[src/rtl/tport_pkg.sv]
package tport_pkg;

   typedef enum logic [3:0] {
      PH_IDLE = 4'd0,
      PH_CLR  = 4'd1,
      PH_REL  = 4'd2,
      PH_STBH = 4'd3,
      PH_ADDR = 4'd4,
      PH_ALAT = 4'd5,
      PH_DATA = 4'd6,
      PH_DLAT = 4'd7,
      PH_END  = 4'd8
   } phase_e;

   typedef struct packed {
      logic clr;
      logic stb;
      logic en;
   } ctl_t;

   function automatic phase_e phase_after(phase_e p);
      phase_e n;
      case (p)
         PH_CLR:  n = PH_REL;
         PH_REL:  n = PH_STBH;
         PH_STBH: n = PH_ADDR;
         PH_ADDR: n = PH_ALAT;
         PH_ALAT: n = PH_DATA;
         PH_DATA: n = PH_DLAT;
         PH_DLAT: n = PH_END;
         default: n = PH_IDLE;
      endcase
      return n;
   endfunction

endpackage

[src/rtl/tport_hold_timer.sv]
module tport_hold_timer #(
   parameter int HOLD = 4,
   localparam int CW = (HOLD > 2) ? $clog2(HOLD) : 1
) (
   input  logic clk,
   input  logic rst_n,
   input  logic load_i,
   output logic expire_o
);

   localparam logic [CW-1:0] RELOAD = CW'(HOLD - 1);

   logic [CW-1:0] cnt_q;

   generate
      if (HOLD < 2) begin : g_bad_hold
         $error("tport_hold_timer: HOLD must be at least 2");
      end
   endgenerate

   always_ff @(posedge clk or negedge rst_n) begin
      if (!rst_n)
         cnt_q <= '0;
      else if (load_i)
         cnt_q <= RELOAD;
      else if (cnt_q != '0)
         cnt_q <= cnt_q - 1'b1;
   end

   assign expire_o = (cnt_q == '0);

   // the count never leaves its programmed window
   a_r7_cnt_window: assert property (@(posedge clk) disable iff (!rst_n)
      cnt_q <= RELOAD);

   // a reload is followed by a non-expired cycle
   a_r7_load_holds: assert property (@(posedge clk) disable iff (!rst_n)
      load_i |=> !expire_o);

endmodule

[src/rtl/tport_pin_map.sv]
module tport_pin_map
   import tport_pkg::*;
#(
   parameter int DW        = 8,
   parameter bit PARK_ZERO = 1'b1
) (
   input  phase_e        phase_i,
   input  logic [DW-1:0] code_i,
   input  logic [DW-1:0] data_i,
   output ctl_t          ctl_o,
   output logic [DW-1:0] bus_o
);

   logic [DW-1:0] park_bus;

   generate
      if (PARK_ZERO) begin : g_park_zero
         assign park_bus = '0;
      end else begin : g_park_hold
         assign park_bus = data_i;
      end
   endgenerate

   always_comb begin
      ctl_o = '{clr: 1'b0, stb: 1'b0, en: 1'b0};
      bus_o = '0;
      case (phase_i)
         PH_CLR:  ctl_o.clr = 1'b1;
         PH_REL:  ;
         PH_STBH: ctl_o.stb = 1'b1;
         PH_ADDR: begin
            ctl_o.stb = 1'b1;
            ctl_o.en  = 1'b1;
            bus_o     = code_i;
         end
         PH_ALAT: begin
            ctl_o.en = 1'b1;
            bus_o    = code_i;
         end
         PH_DATA: bus_o = data_i;
         PH_DLAT: begin
            ctl_o.stb = 1'b1;
            bus_o     = data_i;
         end
         PH_END:  bus_o = data_i;
         default: bus_o = park_bus;
      endcase
   end

endmodule

[src/rtl/tport_wr_seq.sv]
module tport_wr_seq
   import tport_pkg::*;
#(
   parameter int DW        = 8,
   parameter int HOLD      = 4,
   parameter bit PARK_ZERO = 1'b1
) (
   input  logic          clk,
   input  logic          rst_n,
   input  logic          start_i,
   input  logic [DW-1:0] code_i,
   input  logic [DW-1:0] data_i,
   output logic          busy_o,
   output logic          done_o,
   output logic          tclr_o,
   output logic          tstb_o,
   output logic          ten_o,
   output logic [DW-1:0] tdat_o
);

   generate
      if (DW < 1) begin : g_bad_dw
         $error("tport_wr_seq: DW must be positive");
      end
   endgenerate

   phase_e        phase_q, phase_d;
   logic [DW-1:0] code_q, data_q, code_d, data_d;
   logic          accept, expire, load, done_q;
   ctl_t          ctl_d, ctl_q;
   logic [DW-1:0] bus_d, bus_q;

   assign accept = start_i && (phase_q == PH_IDLE);

   always_comb begin
      phase_d = phase_q;
      code_d  = code_q;
      data_d  = data_q;
      if (accept) begin
         phase_d = PH_CLR;
         code_d  = code_i;
         data_d  = data_i;
      end else if (phase_q != PH_IDLE && expire) begin
         phase_d = phase_after(phase_q);
      end
   end

   assign load = accept || (phase_q != PH_IDLE && phase_q != PH_END && expire);

   tport_hold_timer #(.HOLD(HOLD)) u_timer (
      .clk      (clk),
      .rst_n    (rst_n),
      .load_i   (load),
      .expire_o (expire)
   );

   tport_pin_map #(.DW(DW), .PARK_ZERO(PARK_ZERO)) u_map (
      .phase_i (phase_d),
      .code_i  (code_d),
      .data_i  (data_d),
      .ctl_o   (ctl_d),
      .bus_o   (bus_d)
   );

   always_ff @(posedge clk or negedge rst_n) begin
      if (!rst_n) begin
         phase_q <= PH_IDLE;
         code_q  <= '0;
         data_q  <= '0;
         done_q  <= 1'b0;
         ctl_q   <= '0;
         bus_q   <= '0;
      end else begin
         phase_q <= phase_d;
         code_q  <= code_d;
         data_q  <= data_d;
         done_q  <= (phase_q == PH_END) && (phase_d == PH_IDLE);
         ctl_q   <= ctl_d;
         bus_q   <= bus_d;
      end
   end

   assign busy_o = (phase_q != PH_IDLE);
   assign done_o = done_q;
   assign tclr_o = ctl_q.clr;
   assign tstb_o = ctl_q.stb;
   assign ten_o  = ctl_q.en;
   assign tdat_o = bus_q;

   // completion pulse never overlaps busy and lasts one cycle
   a_r8_done_idle: assert property (@(posedge clk) disable iff (!rst_n)
      done_o |-> !busy_o);
   a_r8_done_single: assert property (@(posedge clk) disable iff (!rst_n)
      done_o |=> !done_o);
   // busy only starts from a start request
   a_r8_busy_from_start: assert property (@(posedge clk) disable iff (!rst_n)
      $rose(busy_o) |-> $past(start_i));
   // clear is never combined with other port activity
   a_r2_clr_alone: assert property (@(posedge clk) disable iff (!rst_n)
      tclr_o |-> (!tstb_o && !ten_o && tdat_o == '0));
   // enable rises while the strobe is already high
   a_r4_en_under_stb: assert property (@(posedge clk) disable iff (!rst_n)
      $rose(ten_o) |-> tstb_o);
   // enable drops only after the strobe went low
   a_r5_en_drop_low: assert property (@(posedge clk) disable iff (!rst_n)
      $fell(ten_o) |-> !tstb_o);
   // captured operands stay frozen during a write
   a_r10_operands_frozen: assert property (@(posedge clk) disable iff (!rst_n)
      (busy_o && $past(busy_o)) |-> ($stable(code_q) && $stable(data_q)));
   // idle port is quiet
   a_r1_idle_quiet: assert property (@(posedge clk) disable iff (!rst_n)
      !busy_o |-> (!tclr_o && !tstb_o && !ten_o));

endmodule

[config.mk]
export PLATFORM = sky130hd
export DESIGN_NAME = tport_wr_seq
export DESIGN_NICKNAME = d
export VERILOG_FILES = /design/src/rtl/tport_pkg.sv /design/src/rtl/tport_hold_timer.sv /design/src/rtl/tport_pin_map.sv /design/src/rtl/tport_wr_seq.sv
export SDC_FILE = /design/constraint.sdc
export NUM_CORES = 1
export LEC_CHECK = 0
export ABC_CLOCK_PERIOD_IN_PS = 2500
export BUFFER_PORTS_ARGS = -buffer_cell sky130_fd_sc_hd__buf_2
export CAP_MARGIN = 20
export CORE_MARGIN = 8
export CORE_UTILIZATION = 49
export DETAILED_ROUTE_END_ITERATION = 10
export GPL_ROUTABILITY_DRIVEN = 0
export GPL_TIMING_DRIVEN = 1
export PLACE_DENSITY = 0.71
export SLEW_MARGIN = 20
export SYNTH_ARGS = -nofsm -noshare
export SYNTH_HDL_FRONTEND = slang
export SYNTH_SLANG_ARGS = --single-unit
export TNS_END_PERCENT = 10
[constraint.sdc]
create_clock -name clk -period 2.5 [get_ports clk]
set_input_delay 0.125 -clock clk [delete_from_list [all_inputs] [get_ports clk]]
set_output_delay 0.125 -clock clk [all_outputs]
set_load 0.1 [all_outputs]
==> metrics.md, run 1 <==
| Metric | Value |
|---|---|
| R2r setup slk | 0.60 ns |
| Die Y-Extent | 70.47 um |
| Vias in the first global route | 1112 |
| Cell count after synthesis | 125 |
| Routed Antenna Nets | 0 |
| Mean Syn Cell Area | 11.63 um^2 |
| Lkg Pwr | 0.9830 nW |
| CTS tree | done |
| Placeable core region | 0.002781 mm^2 |
| Simple-Gate Fraction of Synth Area | 0.08262 |
| Initial antenna violation count | 0 |
| Post-CTS sizing | 0 |
| Synth Area in Compound Gates | 0.1084 |
| DR DRC count | 0 |
| Iter 0 DRT Violations | 62 |
| Largest delay contributor family on the critical path | simple AND/OR/NAND/NOR gates |
| Setup violators final | 0 |
| Layout cell share with drive strength beyond 1 | 0.2704 |
| Final nets | 178 |
| First-pass GRT wire length | 4.823 mm |
| Post-detail-place hpwl | 1.998 mm |
| Final Hold Viols | 0 |
| Post-synthesis xor/xnor area fraction | 0 |
| Fmax | 527.0 MHz |
| Final period utilization | 0.7590 |
| Type of the worst setup path | register to register |
| Clk Latency, worst-skew pair | 0.34 ns |
| Root Buffer | clkbuf_4 |
| Main synth FF type | dfrtp_1 |
| Wirelength per Cell | 14.77 um |
| Number of max-cap violations | 0 |
| #FFs+latches synth | 34 |
| Top post-synthesis cells by area | dfrtp_1, mux2i_1, inv_1 |
| Pwr Total | 2.327 mW |
| Synth top cells by count | dfrtp_1, inv_1, mux2i_1 |
| Mapped Area | 0.001454 mm^2 |
| Top-count cell post-synth | dfrtp_1 |
| CP Cell Sequence | nor3_4 -> nand3_2 -> mux2i_1 -> o22ai_1 |
| Fin Clk Skew | 0.005702 ns |
| Synth unique cells | 32 |
| Yosys top cell by area | dfrtp_1 |
| Hold crit path type | input port to register |
| Startpoint Class | register |
| Yosys Warn Count | 0 |
| Critical Path AT | 2.11 ns |
| Routed WL | 2.807 mm |
| Hold Slack | 0.01324 ns |
| Initial core utilization | 0.5227 |
| Hold endpoint | data_q[7] |
| Critical path's largest stage delay | 0.53 ns |
| Pwr/cell area | 1392 mW/mm^2 |
| Pins Over Slew Limit | 0 |
| First-pass iteration count of the detailed router | 4 |
| Die W | 70.47 um |
| Fill cells | 247 |
| Fin crit period | 1.897 ns |
| H-tree Lvls | 2 |
| R2R Path Start | phase_q[1] |
| Status | finished clean |
| Clk sinks | 34 |
| Area delta synth->final | 14.97% |
| Clk buf depth | 2 |
| Ys async rst share | 1.000 |
| Ports | 32 |
| Buf/Inv on CP | 0 |
| Min-delay src | data_i[7] |
| Via density | 5.226 |
| Post-synthesis adder-cell area fraction | 0.008606 |
| CP Max Fanout | 18 |
| Largest net degree at the start of global routing | 35 |
| Slowest CP cell | dfrtp_1 |
| Max-slew headroom | 0.5132 |
| Hold path depth | 3 |
| Worst reg2reg path depth | 4 |
| Critical path required time | 2.72 ns |
| Vias | 993 |
| Yosys top cell area share | 0.5852 |
| Crit end category | register |
| CTS clk-pin slew, worst paths | 0.09 ns |
| GRT Overall Usage | 0.1221 |
| Syn nets | 145 |
| Total CTS buffers | 5 |
| EDFF count, synth | 0 |
| Maximum VDD drop | 764.9 uV |
| TNS Setup | 0 ns |
| Worst Tran Pin Value | 0.7302 ns |
| Die area | 0.004966 mm^2 |
| Remaining global-route overflow | 0 |
| RSZ-0062 raised after global routing | no |
| Post-synthesis sequential area ratio | 0.5852 |
| ANT cells | 0 |
| Main combinational cell family by area after synthesis | multiplexers |
| Mux cell area share after synthesis | 0.1170 |
| Port Buffer Count | 31 |
| Reg-to-reg endpoint | tdat_o[4] |
| Cell Rows | 19 |
sequential cells by signal, summed over array words and instances (netlist names):
signal,flops
u_timer.cnt_q,2
tstb_o,1
done_o,1
phase_q,4
tclr_o,1
data_q,8
code_q,8
tdat_o,8
ten_o,1
area by class of cell:
cell class	count	area, um^2	area share
clock buffer	7	55.05	0.03293
clock inverter	1	5.005	0.002994
inverter	21	78.83	0.04716
multi-input combinational	62	460.4	0.2754
sequential	34	850.8	0.5090
tap	31	38.79	0.02320
timing repair buffer	34	182.7	0.1093
power by group:
group	switching [mW]	internal [mW]
sequential	0.139	0.775
combinational	0.776	0.323
clock	0.178	0.136
total	1.09	1.23
logic make-up after synthesis:
family,Yosys count
flip-flops,34
AND/OR/NAND/NOR,21
buffers and inverters,29
AO/OA/AOI/OAI,23
adder cells (fa/ha/maj),1
multiplexers,17
worst max path at each step:
stage | end | startpoint | cells past startpoint | slack [ns]
floorplan | tdat_o[3] | phase_q[0] | 7 | 1.01
global placement | tdat_o[4] | phase_q[1] | 4 | 0.67
detailed placement | tdat_o[4] | phase_q[1] | 4 | 0.61
CTS | tdat_o[4] | phase_q[1] | 4 | 0.60
global route | tdat_o[4] | phase_q[1] | 4 | 0.40
finish | tdat_o[4] | phase_q[1] | 4 | 0.60
metrics by stage:
step	cells	area [um^2]	utilization	setup slack, ns
final	190	1672	0.6010	0.6025
after global routing	190	1672	0.6010	0.4034
after CTS	190	1672	0.6010	0.6025
after detailed placement	180	1592	0.5722	0.6145
after global placement	180	1592	0.5722	0.6698
after floorplan	125	1454	-	1.007
routing by layer:
layer,routed length (um),up-vias,global-route usage
met3,182,5,0.07203
met5,0,-,0
li1,-,487,-
met1,1148,473,0.1250
met2,1432,28,0.1982
met4,44,0,0.04911
worst register-to-register path: stages, from the launching register on:
cell and delay, ns:
dfrtp_1 0.53, nor3_4 0.28, nand3_2 0.48, mux2i_1 0.38, o22ai_1 0.12
placed cells by master, fill, tap and decap left out, drive strengths merged:
cell	instances
dlygate4sd3	2
buf	32
inv	21
mux2i	17
nor3	3
a2111oi	1
a21o	1
a31oi	1
a21oi	1
clkinv	1
nand2	7
dfrtp	34
a31o	1
nand3b	1
nand3	1
or2b	1
a21bo	1
nand4	2
o311ai	1
o21ai	4
nor2b	1
a22oi	1
a32o	1
clkbuf	7
o21bai	1
and2	1
o31ai	1
nor2	3
nand2b	1
ha	1
o22ai	8
repair_timing:
item	CTS	global route
hold buffers	2	0
hold endpoints to repair	35	0
buffers inserted	0	0
Power figures use the tool's default switching activity.
==> inputs of run 2 (changes only) <==
ABC_CLOCK_PERIOD_IN_PS = 1860   (was 2500)
clock period = 1.86 ns   (was 2.5 ns; I/O delays follow)
==> metrics.md, run 2 (synthesized netlist as in run 1, its figures left out) <==
| Metric | Value |
|---|---|
| Initial core utilization | 0.5227 (unchanged) |
| Most frequent cells in the layout | dfrtp_1, buf_2, inv_1 |
| Fill cells | 215 (-13%) |
| Max-slew headroom | 0.5162 (+0.003024) |
| Final nets | 195 (+9.6%) |
| Pre-CTS setup slack | 0.03519 ns (-0.5793 ns) |
| Area of the multi-input gates | 466.7 um^2 (+1.4%) |
| Worst Tran Pin Value | 0.7257 ns (-0.004536 ns) |
| Pins Over Slew Limit | 0 (unchanged) |
| Pwr/cell area | 1728 mW/mm^2 (+24%) |
| Area delta synth->final | 27.02% |
| Type of the worst setup path | register to register |
| Routed Antenna Nets | 0 (unchanged) |
| First-pass GRT wire length | 5.106 mm (+5.9%) |
| TNS Setup | 0 ns (unchanged) |
| H-tree Lvls | 2 (unchanged) |
| Vias in the first global route | 1131 (+1.7%) |
| First-pass iteration count of the detailed router | 4 (unchanged) |
| Crit end category | register |
| Fin crit period | 1.694 ns (-0.2033 ns) |
| CTS clk-pin slew, worst paths | 0.11 ns (+0.02 ns) |
| Area of placed instances | 0.001607 mm^2 (+0.94%) |
| Root Buffer | clkbuf_4 |
| ANT cells | 0 (unchanged) |
| CTS tree | done |
| Die area | 0.004966 mm^2 (unchanged) |
| Hold crit path type | input port to register |
| Non-Filler Instances | 207 (+8.9%) |
| Die Y-Extent | 70.47 um (unchanged) |
| Maximum VDD drop | 1061 uV (+39%) |
| Wirelength per Cell | 14.08 um (-4.7%) |
| Total CTS buffers | 5 (unchanged) |
| Clk sinks | 34 (unchanged) |
| Layout cell share with drive strength beyond 1 | 0.2670 (-0.003395) |
| Post-CTS setup buffers | 0 (unchanged) |
| Iter 0 DRT Violations | 79 (+27%) |
| Clk Latency, worst-skew pair | 0.34 ns (about the same) |
| Final Instance Area | 0.001847 mm^2 (+10%) |
| Cell Rows | 19 (unchanged) |
| Finished Core Util | 0.6640 (+0.06298) |
| Die W | 70.47 um (unchanged) |
| GRT Overall Usage | 0.1282 (+0.006162) |
| Slowest CP cell | dfrtp_1 |
| Startpoint Class | register |
| Critical Path AT | 1.90 ns (-0.21 ns) |
| Ports | 32 (unchanged) |
| Final Hold Viols | 0 (unchanged) |
| Largest net degree at the start of global routing | 35 (unchanged) |
| Fmax | 590.3 MHz (+12%) |
| R2r setup slk | 0.17 ns (-0.44 ns) |
| DR DRC count | 0 (unchanged) |
| Critical path's largest stage delay | 0.38 ns (-0.15 ns) |
| Port Buffer Count | 31 (unchanged) |
| CP Cell Sequence | inv_1 -> ha_1 -> buf_4 -> nand2_1 -> nand3b_1 -> a21o_1 -> o22ai_1 |
| Clk buf depth | 2 (unchanged) |
| Final period utilization | 0.9109 (+0.1519) |
| Post-detail-place hpwl | 1.909 mm (-4.5%) |
| Status | finished clean |
| Vias | 1084 (+9.2%) |
| Via density | 5.237 (+0.20%) |
| Lkg Pwr | 1.055 nW (+7.3%) |
| Placeable core region | 0.002781 mm^2 (unchanged) |
| Critical path required time | 2.06 ns (-0.66 ns) |
| Routed WL | 2.914 mm (+3.8%) |
| CP Max Fanout | 13 (-5) |
| Inst Count DP | 182 (+1.1%) |
| RSZ-0062 raised after global routing | no |
| Initial antenna violation count | 0 (unchanged) |
| Remaining global-route overflow | 0 (unchanged) |
| Sequential cell area | 850.8 um^2 (unchanged) |
| Setup violators final | 0 (unchanged) |
| Fin Clk Skew | 0.006203 ns (+0.0005005 ns) |
| Final WS setup | 0.1658 ns (-0.4367 ns) |
| Number of max-cap violations | 0 (unchanged) |
| Commonest non-fill, non-tap cell in the layout | dfrtp_1 |
[run 2: changes by cell type in the layout (fill, tap and decap cells not counted)]
cell and delta:
a31oi_2 +1, buf_4 +2, a31oi_1 -1, dlygate4sd3_1 +15, clkinvlp_4 +1, clkbuf_1 -1
[run 2: report_power, final]
part	switching, mW	leakage, nW	internal (mW)
logic	1.07	0.595	0.472
registers	0.168	0.426	1.04
clock network	0.260	0.0343	0.182
total	1.50	1.06	1.69
[run 2: worst max-delay path, delay by kind of cell (launching register included)]
kind                     cells  cell delay, ns
AND/OR/NAND/NOR              2            0.20
buffers and inverters        2            0.28
adder cells (fa/ha/maj)      1            0.22
flip-flops                   1            0.38
AO/OA/AOI/OAI                2            0.47
[run 2: what timing repair did]
action / in CTS / in global routing
endpoints found under the hold margin: 50 / 0
gates resized for setup: 0 / 1
setup endpoints to repair: 0 / 8
hold buffers: 17 / 0
[run 2: cell type report]
| cell class | instances | area share |
|---|---|---|
| clock buffers | 6 | 0.02778 |
| clock inverters | 2 | 0.006775 |
| inverters | 21 | 0.04268 |
| multi-input cells | 62 | 0.2527 |
| flip-flops and latches | 34 | 0.4607 |
| well taps | 31 | 0.02100 |
| repair buffers | 51 | 0.1883 |
[run 2: routing by layer]
metal	wire, um	part of all wire	GRT usage
met1	1175	0.40	0.1361
met2	1419	0.49	0.2042
met3	234	0.080	0.06215
met4	85	0.029	0.06920
met5	0	0	0
[run 2: worst paths after layout]
kind | cells past startpoint | end | startpoint
setup reg to reg | 7 | tdat_o[0] | u_timer.cnt_q[0]
hold reg to reg | 2 | code_q[4] | code_q[4]
setup / recovery | 7 | tdat_o[0] | u_timer.cnt_q[0]
max in group asynchronous | 2 | tdat_o[7] | rst_n
hold / removal | 3 | tclr_o | start_i
min in group asynchronous | 2 | phase_q[3] | rst_n
[run 2: per-stage QoR]
step / hold WS, ns / power, mW
after floorplan: -0.2026 / 2.472
after global placement: 0.1879 / 2.683
after detailed placement: 0.2054 / 2.735
after CTS: 0.03943 / 3.206
after global routing: 0.08303 / 3.415
final: 0.05542 / 3.191
